## config.mk

```make
export PLATFORM = sky130hd
export DESIGN_NAME = fault_latch_unit
export DESIGN_NICKNAME = d
export VERILOG_FILES = /design/src/rtl/fl_pkg.sv /design/src/rtl/fl_fault_sense.sv /design/src/rtl/fl_delay_timer.sv /design/src/rtl/fl_trip_latch.sv /design/src/rtl/fault_latch_unit.sv
export SDC_FILE = /design/constraint.sdc
export NUM_CORES = 1
export LEC_CHECK = 0
export ABC_CLOCK_PERIOD_IN_PS = 1900
export CORE_AREA = 3 3 47 45
export DETAILED_ROUTE_END_ITERATION = 16
export DIE_AREA = 0 0 50 48
export PLACE_DENSITY_LB_ADDON = 0.08
export SETUP_SLACK_MARGIN = 0.2
export SLEW_MARGIN = 20
export SYNTH_ARGS = -nofsm -noshare
export SYNTH_HDL_FRONTEND = slang
export SYNTH_HIERARCHICAL = 1
export SYNTH_SLANG_ARGS = --single-unit
```

## constraint.sdc

```tcl
create_clock -name clk -period 1.9 [get_ports clk]
set_input_delay 0.38 -clock clk [delete_from_list [all_inputs] [get_ports clk]]
set_output_delay 0.38 -clock clk [all_outputs]
set_load 0.02 [all_outputs]
```

## src/rtl/fl_pkg.sv

```systemverilog
package fl_pkg;
  // Returns index+1 of the lowest active flag, or 0 when no flag is active.
  function automatic int unsigned first_src(input logic [31:0] flags, input int unsigned n);
    int unsigned r;
    r = 0;
    for (int i = n - 1; i >= 0; i--) begin
      if (flags[i]) r = i + 1;
    end
    return r;
  endfunction
endpackage

```

## src/rtl/fl_fault_sense.sv

```systemverilog
module fl_fault_sense #(
  parameter int NCH    = 6,
  parameter int INV_CH = 4
) (
  input  logic [NCH-1:0] uv_cmp,
  input  logic           topo_inv,
  output logic [NCH-1:0] ch_fault,
  output logic           any_ch_fault
);
  for (genvar g = 0; g < NCH; g++) begin : g_ch
    if (g == INV_CH) begin : g_inv
      assign ch_fault[g] = uv_cmp[g] ^ topo_inv;
    end else begin : g_plain
      assign ch_fault[g] = uv_cmp[g];
    end
  end
  assign any_ch_fault = |ch_fault;
endmodule

```

## src/rtl/fl_delay_timer.sv

```systemverilog
module fl_delay_timer
  import fl_pkg::*;
#(
  parameter int NCH        = 6,
  parameter int TRIP_COUNT = 16,
  parameter int SW         = 3,
  localparam int CW = (TRIP_COUNT > 1) ? $clog2(TRIP_COUNT) : 1
) (
  input  logic           clk,
  input  logic           rst_n,
  input  logic           run_en,
  input  logic [NCH-1:0] ch_fault,
  input  logic           any_ch_fault,
  output logic [CW-1:0]  run_cnt,
  output logic           timer_done,
  output logic [SW-1:0]  run_src
);
  localparam logic [CW-1:0] LAST = CW'(TRIP_COUNT - 1);
  logic [SW-1:0] pend_src;
  logic [SW-1:0] now_src;
  logic          counting;

  assign counting   = run_en && any_ch_fault;
  assign now_src    = SW'(first_src(32'(ch_fault), NCH));
  assign timer_done = counting && (run_cnt == LAST);
  assign run_src    = (run_cnt == '0) ? now_src : pend_src;

  always_ff @(posedge clk or negedge rst_n) begin
    if (!rst_n) begin
      run_cnt  <= '0;
      pend_src <= '0;
    end else if (!counting) begin
      run_cnt  <= '0;
    end else begin
      if (run_cnt == '0) pend_src <= now_src;
      if (run_cnt != LAST) run_cnt <= run_cnt + 1'b1;
    end
  end
endmodule

```

## src/rtl/fl_trip_latch.sv

```systemverilog
module fl_trip_latch #(
  parameter int SW = 3,
  parameter int OT_CODE = 7
) (
  input  logic          clk,
  input  logic          rst_n,
  input  logic          shdn1_n,
  input  logic          ot_flag,
  input  logic          timer_done,
  input  logic [SW-1:0] run_src,
  output logic          latched,
  output logic [SW-1:0] src_code
);
  always_ff @(posedge clk or negedge rst_n) begin
    if (!rst_n) begin
      latched  <= 1'b0;
      src_code <= '0;
    end else if (!shdn1_n) begin
      latched  <= 1'b0;
      src_code <= '0;
    end else if (!latched) begin
      if (ot_flag) begin
        latched  <= 1'b1;
        src_code <= SW'(OT_CODE);
      end else if (timer_done) begin
        latched  <= 1'b1;
        src_code <= run_src;
      end
    end
  end
endmodule

```

## src/rtl/fault_latch_unit.sv

```systemverilog
module fault_latch_unit #(
  parameter int NCH        = 6,
  parameter int TRIP_COUNT = 16,
  parameter int INV_CH     = 4,
  localparam int SW = $clog2(NCH + 2),
  localparam int CW = (TRIP_COUNT > 1) ? $clog2(TRIP_COUNT) : 1
) (
  input  logic           clk,
  input  logic           rst_n,
  input  logic           shdn1_n,
  input  logic           topo_inv,
  input  logic [NCH-1:0] uv_cmp,
  input  logic           ot_flag,
  output logic           fault_latched,
  output logic [NCH-1:0] kill_mask,
  output logic [SW-1:0]  trip_src
);
  logic [NCH-1:0] ch_fault;
  logic           any_fault;
  logic [CW-1:0]  run_cnt;
  logic           timer_done;
  logic [SW-1:0]  run_src;
  logic           run_en;

  assign run_en = shdn1_n && !fault_latched;

  fl_fault_sense #(.NCH(NCH), .INV_CH(INV_CH)) u_sense (
    .uv_cmp(uv_cmp), .topo_inv(topo_inv),
    .ch_fault(ch_fault), .any_ch_fault(any_fault)
  );

  fl_delay_timer #(.NCH(NCH), .TRIP_COUNT(TRIP_COUNT), .SW(SW)) u_timer (
    .clk(clk), .rst_n(rst_n), .run_en(run_en), .ch_fault(ch_fault),
    .any_ch_fault(any_fault), .run_cnt(run_cnt), .timer_done(timer_done),
    .run_src(run_src)
  );

  fl_trip_latch #(.SW(SW), .OT_CODE(NCH + 1)) u_latch (
    .clk(clk), .rst_n(rst_n), .shdn1_n(shdn1_n), .ot_flag(ot_flag),
    .timer_done(timer_done), .run_src(run_src),
    .latched(fault_latched), .src_code(trip_src)
  );

  for (genvar g = 0; g < NCH; g++) begin : g_kill
    assign kill_mask[g] = fault_latched;
  end
endmodule

```

==> results of run 1 <==
## per-stage QoR
step	total power [mW]	hold WS (ns)
2_1_floorplan	0.386	0.0844
3_3_place_gp	0.448	0.479
3_5_place_dp	0.451	0.481
4_1_cts	0.607	0.448
5_1_grt	0.647	0.464
6_report	0.602	0.450
## final cells by class
type,instances,area (µm²)
Clock buffer,4,26.3
Multi-Input combinational cell,55,374
Tap cell,24,30.0
Fill cell,155,686
Sequential cell,11,277
Inverter,4,15.0
Timing Repair Buffer,31,256
## what timing repair did
item / in CTS / in global routing
resized for setup: 27 / 3
setup buffers: 1 / 0
pin swaps: 10 / 8
setup endpoints to repair: 18 / 7
## power breakdown
group	total, mW	switching [mW]	internal (mW)
Sequential	0.274	0.0179	0.256
Combinational	0.172	0.0859	0.0864
Clock	0.156	0.0744	0.0813
## routing by layer
| metal | vias to the layer above | wire (µm) | part of all wire (%) | track usage, % |
|---|---|---|---|---|
| li1 | 327 | - | - | - |
| met1 | 274 | 729 | 49 | 17.8 |
| met2 | 19 | 652 | 44 | 24.5 |
| met3 | 0 | 112 | 7.5 | 6.23 |
| met4 | 0 | 0 | 0 | 1.66 |
| met5 | - | 0 | 0 | 0 |
## worst max path at each step
stage                     startpoint             endpoint  slack (ns)  depth (start not counted)
after detailed placement   uv_cmp[3]      u_latch/latched       -0.29                          6
after CTS                  uv_cmp[1]      u_latch/latched        0.21                          6
final                      uv_cmp[5]      u_latch/latched        0.26                          6
after global routing       uv_cmp[5]  u_latch/src_code[0]        0.18                          8
after floorplan            uv_cmp[3]      u_latch/latched        0.09                          5
after global placement     uv_cmp[3]      u_latch/latched       -0.27                          6
## cell families after synthesis
group / after synthesis
AND/OR/NAND/NOR: 34
adder cells (fa/ha/maj): 2
XOR/XNOR: 2
flip-flops: 11
buffers and inverters: 16
AO/OA/AOI/OAI: 16
multiplexers: 1
## cells in the final DEF, fill, tap and decap left out, types with 2 or more instances in the layout
master            n
buf_4            11
nor3_1           11
dfrtp_1          10
dlygate4sd2_1     9
clkdlybuf4s50_1   7
nor2_1            6
o21ai_0           5
o21ai_1           5
inv_1             4
nand2_1           4
clkbuf_4          3
buf_2             3
or4_1             2
o31ai_2           2
nand3_1           2
ha_1              2
## flip-flops by register name (all words and copies together), names as in the netlist
signal	flops
u_latch/latched	1
u_latch/src_code	3
u_timer/run_cnt	4
u_timer/pend_src	3
## worst max-delay path, cell delays in order
cell	delay, ns
buf_2	0.10
or4_1	0.49
or3_1	0.36
nand2_2	0.11
nor2_4	0.06
o31a_2	0.29
==> reports/qor.csv, run 1 <==
metric;value;unit
chip height;48;µm
Routed Wire Length;1490;µm
htree depth;1;
EDFF count, synth;0;
YS warnings;6;
TritonRoute pass-1 iters;4;
syn_nets;95;
Post-Synth Adder-Cell Area;3.46;%
dpl cell area;940;µm²
Peak Freq;609;MHz
max-cap violations;0;
CTS Hold Bufs;0;
first-pass GRT wire length;2570;µm
Crit Path Category;in2reg;
WL per Instance;11.6;µm
GR Overflow Total;0;
post-synth top area cell;dfrtp_1;
status;finished clean;
clk slew on worst S/H paths;0.07;ns
Mean Syn Cell Area;8.82;µm²
HP Class;in2async;
FF+latch count, synth;11;
max-slew violation count;0;
setup TNS;0;ns
final cell count without fillers;129;
Worst Path Required;2.05;ns
Unique masters post-synth;27;
CTS tree;built;
Initial Utilization;43.5;%
CTS buffer count;3;
pwr/cell area;615;nW/µm²
Worst R2R End;u_latch/src_code[1];
xor/xnor share of the synthesized area;2.42;%
via count;620;
relative slew slack;66.0;%
Hold Vio Cnt, Final;0;
r2r setup slk;0.28;ns
I/O Buffers;20;
Total GRT Usage;14.4;%
sequential area share after synthesis;38.1;%
most frequent cells after synthesis;12 x nor3_1, 11 x buf_4, 11 x dfrtp_1, 7 x nor2_1;
worst clock skew;0.00454;ns
area grow syn2layout;35.3;%
Std-Cell Rows;14;
Core Util, Final;58.8;%
WP data arrival;1.80;ns
number of inserted diodes;0;
LEAKAGE;0.438;nW
vias in the first global route;577;
clock root cell;clkbuf_4;
Place WS;-0.294;ns
share of cells above drive strength 1;27.6;%
unrepaired setup endpoints after global routing;yes;
CP startpoint kind;primary input;
Yosys top cell area share;38.1;%
Avg Vias per Cell;4.81;
CTS sink cnt;11;
design area;978;µm²
drt drc;0;
CTS Buffer Depth;2;
worst r2r src;u_timer/run_cnt[0];
clock latency on the worst-skew pair;0.27;ns
IO Count;21;
Detailed Place HPWL;1120;µm
DRT iter0 DRCs;12;
Die Width;50;µm
Final period util;86.5;%
slack of the critical path;0.257;ns
Tmin final;1.64;ns
Synth Flop Type;dfrtp_1;
largest family of logic cells by synthesized area;simple AND/OR/NAND/NOR gates;
post-synthesis mux area share;1.38;%
R2R depth;6;
Routed Antenna Nets;0;
# setup viols final;0;
post-synthesis compound-gate area fraction;14.2;%
Area contributors post-synth;dfrtp_1 38%, buf_4 11%, nor3_1 8.3%;
largest net degree at the start of global routing;12;
Worst Path Max Fanout;5;
CP Capture Type;register;
Max VDD drop;0.000649;V
initial antenna violation count;0;
CORE AREA;1660;µm²
measured slew at the worst slew-check pin;0.508;ns
Post-Syn Area;723;µm²
top-count cell post-synth;nor3_1;
# nets final;119;
FFs w/ async S/R, synth;100;%
GP Congestion;0.844;
Die Area;2400;µm²
post-synthesis cell count;82;
placed cell count;124;
post-synthesis simple-gate area fraction;25.4;%
No activity file was read; power rests on OpenSTA's default activity.
==> run 2: changes to the inputs <==
--- a/config.mk
+++ b/config.mk
@@ -6,9 +6,10 @@
 export NUM_CORES = 1
 export LEC_CHECK = 0
 export ABC_CLOCK_PERIOD_IN_PS = 1900
-export CORE_AREA = 3 3 47 45
+export CORE_AREA = 3 3 46 48
 export DETAILED_ROUTE_END_ITERATION = 16
-export DIE_AREA = 0 0 50 48
+export DIE_AREA = 0 0 49 51
+export GPL_TIMING_DRIVEN = 1
 export PLACE_DENSITY_LB_ADDON = 0.08
 export SETUP_SLACK_MARGIN = 0.2
 export SLEW_MARGIN = 20
==> reports/qor.csv, run 2 (synthesis gave the netlist of run 1 again) <==
metric;value;unit;change
GP Congestion;0.768;;-9.1%
number of inserted diodes;0;;unchanged
# setup viols final;0;;unchanged
Crit Path Category;in2reg;;
CTS sink cnt;11;;unchanged
IO Count;21;;unchanged
area grow syn2layout;41.3;%;
Tmin final;1.67;ns;+0.0318 ns
WP data arrival;1.83;ns;+0.03 ns
chip height;51;µm;+6.3%
relative slew slack;65.6;%;-0.40 points
vias in the first global route;621;;+7.6%
Die Width;49;µm;-2.0%
Worst Path Required;2.05;ns;about the same
first-pass GRT wire length;2740;µm;+6.7%
Die Area;2500;µm²;+4.1%
pwr/cell area;608;nW/µm²;-1.2%
Hold Vio Cnt, Final;0;;unchanged
dpl cell area;933;µm²;-0.67%
Peak Freq;597;MHz;-1.9%
max-cap violations;0;;unchanged
fill count;171;;+10%
CP Capture Type;register;;
worst clock skew;0.000625;ns;-0.00392 ns
post-layout power;0.621;mW;+3.2%
Reg with most FFs;u_timer/run_cnt;;
CTS tree;built;;
drt drc;0;;unchanged
Core Util, Final;58.6;%;-0.23 points
Avg Vias per Cell;4.98;;+3.6%
critical path's largest stage delay;0.49;ns;about the same
Routed Wire Length;1620;µm;+8.7%
Regs by FF count;u_timer/run_cnt x4, u_latch/src_code x3, u_timer/pend_src x3;;
htree depth;1;;unchanged
initial antenna violation count;0;;unchanged
clock latency on the worst-skew pair;0.26;ns;about the same
unrepaired setup endpoints after global routing;yes;;
Buf+Inv Stages, Crit Path;1;;unchanged
critical-path cell list;buf_6 > or4_1 > or3_1 > nand2_2 > nor2_4 > o31a_2;;
WL per Instance;12.3;µm;+6.2%
Max VDD drop;0.000498;V;-23%
HP Class;in2async;;
via count;657;;+6.0%
share of cells above drive strength 1;29.9;%;+2.3 points
CORE AREA;1750;µm²;+4.9%
status;finished clean;;
clock root cell;clkbuf_4;;
Critical-path top delay cell;or4_1;;
I/O Buffers;20;;unchanged
Initial Utilization;41.4;%;-2.0 points
Std-Cell Rows;15;;+1
max FFs per register;4;;unchanged
Detailed Place HPWL;1130;µm;+0.35%
design area;1020;µm²;+4.5%
LEAKAGE;0.456;nW;+4.1%
GR Overflow Total;0;;unchanged
Worst Path Max Fanout;5;;unchanged
most frequent cells in the layout;11 x nor3_1, 11 x buf_4, 10 x dfrtp_1;;
Routed Antenna Nets;0;;unchanged
Total GRT Usage;14.1;%;-0.35 points
CP startpoint kind;primary input;;
largest net degree at the start of global routing;12;;unchanged
TritonRoute pass-1 iters;4;;unchanged
CTS buffer count;3;;unchanged
# nets final;121;;+1.7%
DRT iter0 DRCs;8;;-4
CTS Buffer Depth;2;;unchanged
Final period util;88.2;%;+1.7 points
delay-heaviest family, CP;simple AND/OR/NAND/NOR gates;;
max-slew violation count;0;;unchanged
measured slew at the worst slew-check pin;0.514;ns;+0.00599 ns
hold_ws;0.455;ns;+0.00498 ns
clk slew on worst S/H paths;0.07;ns;about the same
[run 2: cell type report]
type | count | area, µm² | area share, %
tap | 25 | 31.3 | 3.06
clock buffer | 4 | 26.3 | 2.57
inverter | 4 | 15.0 | 1.47
sequential | 11 | 277 | 27.1
timing repair buffer | 32 | 275 | 26.9
multi-input combinational | 56 | 398 | 38.9
[run 2: metal layers]
metal / up-vias / share of wire [%] / GRT usage (%)
li1: 333 / - / -
met1: 299 / 47 / 17.6
met2: 23 / 46 / 22.6
met3: 2 / 7.1 / 6.12
met4: 0 / 0.55 / 2.84
met5: - / 0 / 0
[run 2: power by group]
| group | internal (mW) | leakage (nW) | switching [mW] | total, mW |
|---|---|---|---|---|
| Sequential | 0.256 | 0.143 | 0.0177 | 0.274 |
| Combinational | 0.0980 | 0.298 | 0.0925 | 0.191 |
| Clock | 0.0812 | 0.0150 | 0.0758 | 0.157 |
| Total | 0.435 | 0.456 | 0.186 | 0.621 |
[run 2: metrics by stage]
step | std cells | worst slack (ns) | setup TNS [ns]
after floorplan | 82 | 0.0882 | 0
after global placement | 124 | -0.280 | -2.73
after detailed placement | 124 | -0.329 | -2.97
after CTS | 131 | 0.214 | 0
after global routing | 132 | 0.173 | 0
final | 132 | 0.225 | 0
[run 2: timing repair]
action	CTS	global route
gates resized for setup	30	6
gates cloned	0	1
hold buffers	0	0
pin swaps	11	6
setup endpoints to repair	18	4
setup buffers	3	0
[run 2: final timing paths]
check,slack (ns),depth (start not counted),end,from
max in group asynchronous,1.08,1,u_latch/latched,rst_n
hold / removal,0.45,1,u_latch/src_code[1],rst_n
min in group clk,0.49,2,u_timer/pend_src[1],u_timer/pend_src[1]
hold reg to reg,0.49,2,u_timer/pend_src[1],u_timer/pend_src[1]
setup / recovery,0.23,6,u_latch/latched,uv_cmp[1]
setup reg to reg,0.28,7,u_latch/src_code[1],u_timer/run_cnt[0]
==> run 3: changes to the inputs <==
--- a/config.mk
+++ b/config.mk
@@ -9,10 +9,10 @@
 export CORE_AREA = 3 3 46 48
 export DETAILED_ROUTE_END_ITERATION = 16
 export DIE_AREA = 0 0 49 51
+export GPL_ROUTABILITY_DRIVEN = 0
 export GPL_TIMING_DRIVEN = 1
 export PLACE_DENSITY_LB_ADDON = 0.08
 export SETUP_SLACK_MARGIN = 0.2
-export SLEW_MARGIN = 20
 export SYNTH_ARGS = -nofsm -noshare
 export SYNTH_HDL_FRONTEND = slang
 export SYNTH_HIERARCHICAL = 1
==> results of run 3 <==
No change in the layout: final DEF, timing and power equal those of run 2.
